[src/rtl/dma2d_pkg.sv]
package dma2d_pkg;
  typedef enum logic [1:0] {
    CH_IDLE = 2'd0,
    CH_RECT = 2'd1,
    CH_RING = 2'd2
  } ch_mode_e;

  localparam int FLAG_DONE  = 0;
  localparam int FLAG_HALFA = 1;
  localparam int FLAG_HALFB = 2;
  localparam int NUM_FLAGS  = 3;
endpackage

[src/rtl/dma2d_rect_seq.sv]
module dma2d_rect_seq #(
  parameter int AW = 30,
  parameter int LW = 12,
  parameter int SW = 16,
  parameter int CW = 12
) (
  input  logic          clk,
  input  logic          rst_n,
  input  logic          load,
  input  logic [AW-1:0] base,
  input  logic [LW-1:0] line_len,
  input  logic [SW-1:0] stride,
  input  logic [CW-1:0] line_cnt,
  input  logic          adv,
  output logic [AW-1:0] addr,
  output logic          last_word
);
  logic [LW-1:0] len_q, word_q;
  logic [SW-1:0] stride_q;
  logic [CW-1:0] cnt_q, line_q;
  logic [AW-1:0] line_start_q, addr_q;
  logic          line_end;
  logic [AW-1:0] next_line_start;

  assign line_end        = (word_q == len_q - LW'(1));
  assign last_word       = line_end && (line_q == cnt_q);
  assign next_line_start = line_start_q + AW'(stride_q);
  assign addr            = addr_q;

  always_ff @(posedge clk) begin
    if (!rst_n) begin
      len_q        <= '0;
      word_q       <= '0;
      stride_q     <= '0;
      cnt_q        <= '0;
      line_q       <= '0;
      line_start_q <= '0;
      addr_q       <= '0;
    end else if (load) begin
      len_q        <= line_len;
      stride_q     <= stride;
      cnt_q        <= line_cnt;
      word_q       <= '0;
      line_q       <= '0;
      line_start_q <= base;
      addr_q       <= base;
    end else if (adv) begin
      if (line_end) begin
        word_q       <= '0;
        line_q       <= line_q + CW'(1);
        line_start_q <= next_line_start;
        addr_q       <= next_line_start;
      end else begin
        word_q <= word_q + LW'(1);
        addr_q <= addr_q + AW'(1);
      end
    end
  end
endmodule

[src/rtl/dma2d_ring_seq.sv]
module dma2d_ring_seq #(
  parameter int AW = 30,
  parameter int SW = 16,
  parameter int CW = 12
) (
  input  logic          clk,
  input  logic          rst_n,
  input  logic          load,
  input  logic [AW-1:0] base,
  input  logic [SW-1:0] stride,
  input  logic [CW-1:0] line_cnt,
  input  logic          adv,
  output logic [AW-1:0] addr,
  output logic          at_half_end,
  output logic          at_ring_end
);
  localparam int ZW = SW + CW + 1;

  logic [ZW-1:0] size_q, half_q, idx_q, size_d;
  logic [AW-1:0] base_q, addr_q;

  assign size_d      = ZW'(stride) * (ZW'(line_cnt) + ZW'(1));
  assign at_half_end = (idx_q == half_q - ZW'(1));
  assign at_ring_end = (idx_q == size_q - ZW'(1));
  assign addr        = addr_q;

  always_ff @(posedge clk) begin
    if (!rst_n) begin
      size_q <= '0;
      half_q <= '0;
      idx_q  <= '0;
      base_q <= '0;
      addr_q <= '0;
    end else if (load) begin
      size_q <= size_d;
      half_q <= size_d >> 1;
      idx_q  <= '0;
      base_q <= base;
      addr_q <= base;
    end else if (adv) begin
      if (at_ring_end) begin
        idx_q  <= '0;
        addr_q <= base_q;
      end else begin
        idx_q  <= idx_q + ZW'(1);
        addr_q <= addr_q + AW'(1);
      end
    end
  end
endmodule

[src/rtl/dma2d_flag_bank.sv]
module dma2d_flag_bank #(
  parameter int NF = 3
) (
  input  logic          clk,
  input  logic          rst_n,
  input  logic [NF-1:0] set,
  input  logic [NF-1:0] clr,
  input  logic          irq_en,
  output logic [NF-1:0] flags,
  output logic          irq
);
  logic [NF-1:0] flags_q;

  for (genvar i = 0; i < NF; i++) begin : g_flag
    always_ff @(posedge clk) begin
      if (!rst_n)      flags_q[i] <= 1'b0;
      else if (set[i]) flags_q[i] <= 1'b1;
      else if (clr[i]) flags_q[i] <= 1'b0;
    end
  end

  assign flags = flags_q;
  assign irq   = irq_en && (|flags_q);
endmodule

[src/rtl/dma2d_addr_gen.sv]
module dma2d_addr_gen #(
  parameter int AW = 30,
  parameter int LW = 12,
  parameter int SW = 16,
  parameter int CW = 12
) (
  input  logic          clk,
  input  logic          rst_n,
  input  logic          start,
  input  logic          stop,
  input  logic [AW-1:0] cfg_base,
  input  logic [LW-1:0] cfg_line_len,
  input  logic [SW-1:0] cfg_stride,
  input  logic [CW-1:0] cfg_line_cnt,
  input  logic          cfg_dir,
  input  logic          cfg_loop_en,
  input  logic          cfg_half_b_en,
  input  logic          cfg_irq_en,
  input  logic [2:0]    irq_clr,
  output logic          addr_valid,
  input  logic          addr_ready,
  output logic [AW-1:0] addr,
  output logic          addr_dir,
  output logic [2:0]    flags,
  output logic          irq
);
  import dma2d_pkg::*;

  ch_mode_e mode_q, start_mode;
  logic     dir_q;
  logic     load, fire, quiet;
  logic     rect_last, ring_half, ring_end;
  logic [AW-1:0] rect_addr, ring_addr;
  logic [NUM_FLAGS-1:0] flag_set;

  assign load  = start && !stop;
  assign quiet = !start && !stop;
  assign fire  = addr_valid && addr_ready;

  always_comb begin
    if (cfg_line_len != '0)                start_mode = CH_RECT;
    else if (cfg_loop_en && cfg_half_b_en) start_mode = CH_RING;
    else                                   start_mode = CH_IDLE;
  end

  always_ff @(posedge clk) begin
    if (!rst_n) begin
      mode_q <= CH_IDLE;
      dir_q  <= 1'b0;
    end else if (stop) begin
      mode_q <= CH_IDLE;
    end else if (start) begin
      mode_q <= start_mode;
      dir_q  <= cfg_dir;
    end else if (fire && mode_q == CH_RECT && rect_last) begin
      mode_q <= CH_IDLE;
    end
  end

  dma2d_rect_seq #(.AW(AW), .LW(LW), .SW(SW), .CW(CW)) u_rect (
    .clk       (clk),
    .rst_n     (rst_n),
    .load      (load),
    .base      (cfg_base),
    .line_len  (cfg_line_len),
    .stride    (cfg_stride),
    .line_cnt  (cfg_line_cnt),
    .adv       (fire && quiet && mode_q == CH_RECT),
    .addr      (rect_addr),
    .last_word (rect_last)
  );

  dma2d_ring_seq #(.AW(AW), .SW(SW), .CW(CW)) u_ring (
    .clk         (clk),
    .rst_n       (rst_n),
    .load        (load),
    .base        (cfg_base),
    .stride      (cfg_stride),
    .line_cnt    (cfg_line_cnt),
    .adv         (fire && quiet && mode_q == CH_RING),
    .addr        (ring_addr),
    .at_half_end (ring_half),
    .at_ring_end (ring_end)
  );

  always_comb begin
    flag_set             = '0;
    flag_set[FLAG_DONE]  = fire && quiet && mode_q == CH_RECT && rect_last;
    flag_set[FLAG_HALFA] = fire && quiet && mode_q == CH_RING && ring_half;
    flag_set[FLAG_HALFB] = fire && quiet && mode_q == CH_RING && ring_end;
  end

  dma2d_flag_bank #(.NF(NUM_FLAGS)) u_flags (
    .clk    (clk),
    .rst_n  (rst_n),
    .set    (flag_set),
    .clr    (irq_clr),
    .irq_en (cfg_irq_en),
    .flags  (flags),
    .irq    (irq)
  );

  assign addr_valid = (mode_q != CH_IDLE);
  assign addr       = (mode_q == CH_RING) ? ring_addr : rect_addr;
  assign addr_dir   = dir_q;
endmodule

[config.mk]
export PLATFORM = sky130hd
export DESIGN_NAME = dma2d_addr_gen
export DESIGN_NICKNAME = d
export VERILOG_FILES = /design/src/rtl/dma2d_pkg.sv /design/src/rtl/dma2d_rect_seq.sv /design/src/rtl/dma2d_ring_seq.sv /design/src/rtl/dma2d_flag_bank.sv /design/src/rtl/dma2d_addr_gen.sv
export SDC_FILE = /design/constraint.sdc
export NUM_CORES = 1
export LEC_CHECK = 0
export CORE_MARGIN = 2
export CORE_UTILIZATION = 40
export CTS_BUF_LIST = sky130_fd_sc_hd__clkbuf_8
export CTS_CLUSTER_DIAMETER = 120
export CTS_CLUSTER_SIZE = 12
export DETAILED_ROUTE_END_ITERATION = 10
export SETUP_SLACK_MARGIN = 0.02
export SLEW_MARGIN = 25
export SYNTH_ARGS = -nofsm -noshare
export SYNTH_HDL_FRONTEND = slang
export SYNTH_SLANG_ARGS = --single-unit
[constraint.sdc]
create_clock -name clk -period 7.8 [get_ports clk]
set_clock_uncertainty 0.05 [all_clocks]
set_input_delay 1.17 -clock clk [delete_from_list [all_inputs] [get_ports clk]]
set_output_delay 1.17 -clock clk [all_outputs]
set_load 0.02 [all_outputs]
==> flow_summary.ini <==
[setup_path]
path_depth = 26
cp_data_arrival_time_ns = 7.58
worstReg2RegStart = u_ring.size_q[1]
critical-path-top-delay-family = adder cells
required_ns = 8.19
cp_common_cell = sky130_fd_sc_hd__fa_1
highest_net_fanout_along_the_worst_path = 16
setup.worst_path.start = cfg_line_cnt[0]
r2r_slack_ns = 2.52
critical_path_class = in -> reg
timing.critical_path.from_type = primary input
critical_path.reg2reg.endpoint = u_ring.idx_q[28]
worst_r2r_path_depth = 12
timing.critical_path.slowest_stage_cell = sky130_fd_sc_hd__fa_1
worstSetupEndpointType = flip-flop
cp_slowest_stage_delay_ns = 0.55
timing.critical_path.to = u_ring.size_q[24]
worstPathBufferInverterCount = 4

[hold_path]
timing.hold.worst.class = reg -> reg

[final_layout]
final_core_occ = 0.448
instances_no_fill = 3439
multiInputGateArea_um2 = 15000
nNetsFinal = 3087
share_of_layout_cells_above_drive_strength_1 = 0.0462
seqCellArea_um2 = 4960
area_growth_syn_to_layout_pct = 10.5
fill_cells = 5326
n_antenna_cell = 0

[clocking]
hold_buffers = 0
root_buffer = sky130_fd_sc_hd__clkbuf_8
post_cts.repair.setup_buffers = 0
worst_skew_pair.late_latency_ns = 0.61
clock-sinks = 248
postCtsResizedCells = 0
clock_path_buffers = 3
number_of_buffers_added_by_the_clock_tree_synthesis_step = 24
tritoncts = yes
cts.reportedPaths.clkPinSlew_ns = 0.08
h_tree_depth_reported_by_cts = 1

[global_routing]
vias_in_the_first_global_route = 18800
globalRouteOverflowTotal = 0
global_route.usage.total = 0.233
grt_pass1_wl_um = 105000
pin_count_of_the_biggest_net_entering_global_routing = 76
antenna_found_initial = 0

[yosys]
synth_seq_cells = 248
synth_seq_area_share = 0.233
ys_dominant_reg_cell = sky130_fd_sc_hd__dfxtp_1
asyncSetResetFlopFracSynth = 0
syn_inst = 2702
synth_fp_nets = 3039
synth.lib_cells_used.distinct = 74
avgSynthCellArea_um2 = 7.90
synth_edf_count = 0
synth.yosys.warnings = 0
synthesis.area_um2 = 21300

[floorplanning]
num_io_pins = 118
die-height_um = 235
row_count = 84
die_x_um = 235
initial_core_utilization = 0.405
die_footprint_um2 = 55200
floorplan.core_area_um2 = 52700

[timing]
period_share = 0.922
rsz0062_at_grt = no
finalHoldViolCount = 0
max_freq_mhz = 139
final.setup.tns_ns = 0
report.final.setup_viol = 0
finalCriticalPeriod_ns = 7.19
slew_headroom = 0.261
maxSlewViolCount = 0
tightest_slew_ns = 1.10

[place]
place.port_buffers = 117
gp_routability_congestion = 0.941
place.detailed.instances = 3412
hpwl_after_dpl_um = 49900

[detailed_routing]
drt_wl_total_um = 65800
antenna_violating_nets_post_route = 0
vias = 19200
drt_first_iter_violations = 1543
drt_drc_violations_left = 0
via_per_inst = 5.58
avgRoutedWirePerCell_um = 19.1
total_iterations_of_the_first_detailed_routing_run = 6

[run]
maxCapViolCount = 0

[pwr]
vdd.ir_drop.worst_mv = 0.245
power.density_cell_area_nw_per_um2 = 255
leakagePower_uw = 0.00956

[outcome]
outcome = finished clean
[kinds of logic after synthesis]
kind of cell	share of synthesized area
AND/OR/NAND/NOR	0.223
AO/OA/AOI/OAI	0.141
buffers and inverters	0.0679
adder cells (fa/ha/maj)	0.204
XOR/XNOR	0.102
flip-flops	0.233
multiplexers	0.0294
[tightest hold or removal path: stages, from the launching register on]
cell and delay (ns):
sky130_fd_sc_hd__dfxtp_1 0.31, sky130_fd_sc_hd__nand2_1 0.05, sky130_fd_sc_hd__a21oi_1 0.05
[report_power, final]
part | total, uW | switching (uW) | internal, uW
sequential | 1490 | 140 | 1340
combinational | 3770 | 2150 | 1620
clock | 750 | 464 | 286
[how the worst min path moves through the flow]
| stage | from | to | slack [ns] | cells after the start |
|---|---|---|---|---|
| after CTS | u_ring.base_q[10] | u_ring.base_q[10] | 0.41 | 2 |
| after detailed placement | u_ring.base_q[10] | u_ring.base_q[10] | 0.40 | 2 |
| after floorplan | u_ring.base_q[17] | u_ring.base_q[17] | 0.38 | 2 |
| final | u_ring.base_q[17] | u_ring.base_q[17] | 0.41 | 2 |
| after global placement | u_ring.base_q[17] | u_ring.base_q[17] | 0.39 | 2 |
| after global routing | u_ring.base_q[10] | u_ring.base_q[10] | 0.43 | 2 |
[metrics by stage]
stage	instance area [um^2]	power [uW]	hold slack, ns	setup slack [ns]
after detailed placement	23200	5260	0.397	-0.00877
after floorplan	21300	4260	0.381	0.808
after global placement	23200	5190	0.387	0.148
after global routing	23600	6630	0.429	0.0978
final	23600	6010	0.408	0.609
after CTS	23600	6030	0.409	0.581
[per-layer routing]
layer / wire [um] / track usage / share of wire / vias to the layer above
met2: 28600 / 0.363 / 0.44 / 636
li1: - / - / - / 9114
met5: 0 / 0 / 0 / -
met4: 1700 / 0.0600 / 0.026 / 0
met3: 4410 / 0.0343 / 0.067 / 91
met1: 31000 / 0.338 / 0.47 / 9356
[synthesized netlist by cell type (28+ instances only)]
cell / n / area, um^2
sky130_fd_sc_hd__nand3_1: 76 / 380
sky130_fd_sc_hd__inv_1: 232 / 871
sky130_fd_sc_hd__nor3_1: 51 / 255
sky130_fd_sc_hd__xor2_1: 101 / 885
sky130_fd_sc_hd__xnor2_1: 148 / 1300
sky130_fd_sc_hd__mux2_2: 30 / 338
sky130_fd_sc_hd__clkbuf_1: 131 / 492
sky130_fd_sc_hd__a31oi_1: 28 / 175
sky130_fd_sc_hd__ha_1: 100 / 1250
sky130_fd_sc_hd__dfxtp_1: 248 / 4960
sky130_fd_sc_hd__fa_1: 155 / 3100
sky130_fd_sc_hd__a21oi_1: 181 / 906
sky130_fd_sc_hd__a211oi_1: 43 / 323
sky130_fd_sc_hd__and2_1: 74 / 463
sky130_fd_sc_hd__nand4_1: 47 / 294
sky130_fd_sc_hd__and3_1: 35 / 219
sky130_fd_sc_hd__o21ai_0: 115 / 576
sky130_fd_sc_hd__mux2i_1: 29 / 290
sky130_fd_sc_hd__nand2_1: 457 / 1720
sky130_fd_sc_hd__nor2_1: 158 / 593
[state kept, by name, indices dropped and copies added, names as in the netlist, 16 cells and up]
register,count
u_ring.size_q,29
u_rect.addr,30
u_ring.addr,30
u_rect.stride_q,16
u_rect.line_start_q,30
u_ring.idx_q,29
u_ring.base_q,30
[layout by cell type, fill, tap and decap left out, types with 11 or more instances in the layout]
master	Yosys	final
sky130_fd_sc_hd__nand2_1	457	456
sky130_fd_sc_hd__dfxtp_1	248	248
sky130_fd_sc_hd__inv_1	232	233
sky130_fd_sc_hd__a21oi_1	181	181
sky130_fd_sc_hd__nor2_1	158	155
sky130_fd_sc_hd__fa_1	155	155
sky130_fd_sc_hd__xnor2_1	148	148
sky130_fd_sc_hd__clkdlybuf4s50_1	0	117
sky130_fd_sc_hd__o21ai_0	115	115
sky130_fd_sc_hd__xor2_1	101	101
sky130_fd_sc_hd__ha_1	100	100
sky130_fd_sc_hd__nand3_1	76	76
sky130_fd_sc_hd__and2_1	74	74
sky130_fd_sc_hd__nor3_1	51	49
sky130_fd_sc_hd__buf_4	0	49
sky130_fd_sc_hd__nand4_1	47	47
sky130_fd_sc_hd__a211oi_1	43	43
sky130_fd_sc_hd__and3_1	35	35
sky130_fd_sc_hd__mux2_2	30	30
sky130_fd_sc_hd__mux2i_1	29	29
sky130_fd_sc_hd__a31oi_1	28	28
sky130_fd_sc_hd__clkbuf_8	0	25
sky130_fd_sc_hd__or3_1	24	24
sky130_fd_sc_hd__a21o_1	24	24
sky130_fd_sc_hd__nor2b_1	18	17
sky130_fd_sc_hd__nor4_1	16	15
sky130_fd_sc_hd__nand2b_1	15	14
sky130_fd_sc_hd__o21a_1	11	11
[layout make-up]
cell class / count / area share
clock inverter: 2 / 0.000371
sequential: 248 / 0.210
tap: 688 / 0.0365
clock buffer: 25 / 0.0146
timing repair buffer: 167 / 0.0661
inverter: 233 / 0.0371
multi-input combinational: 2076 / 0.635
Power figures use the tool's default switching activity.
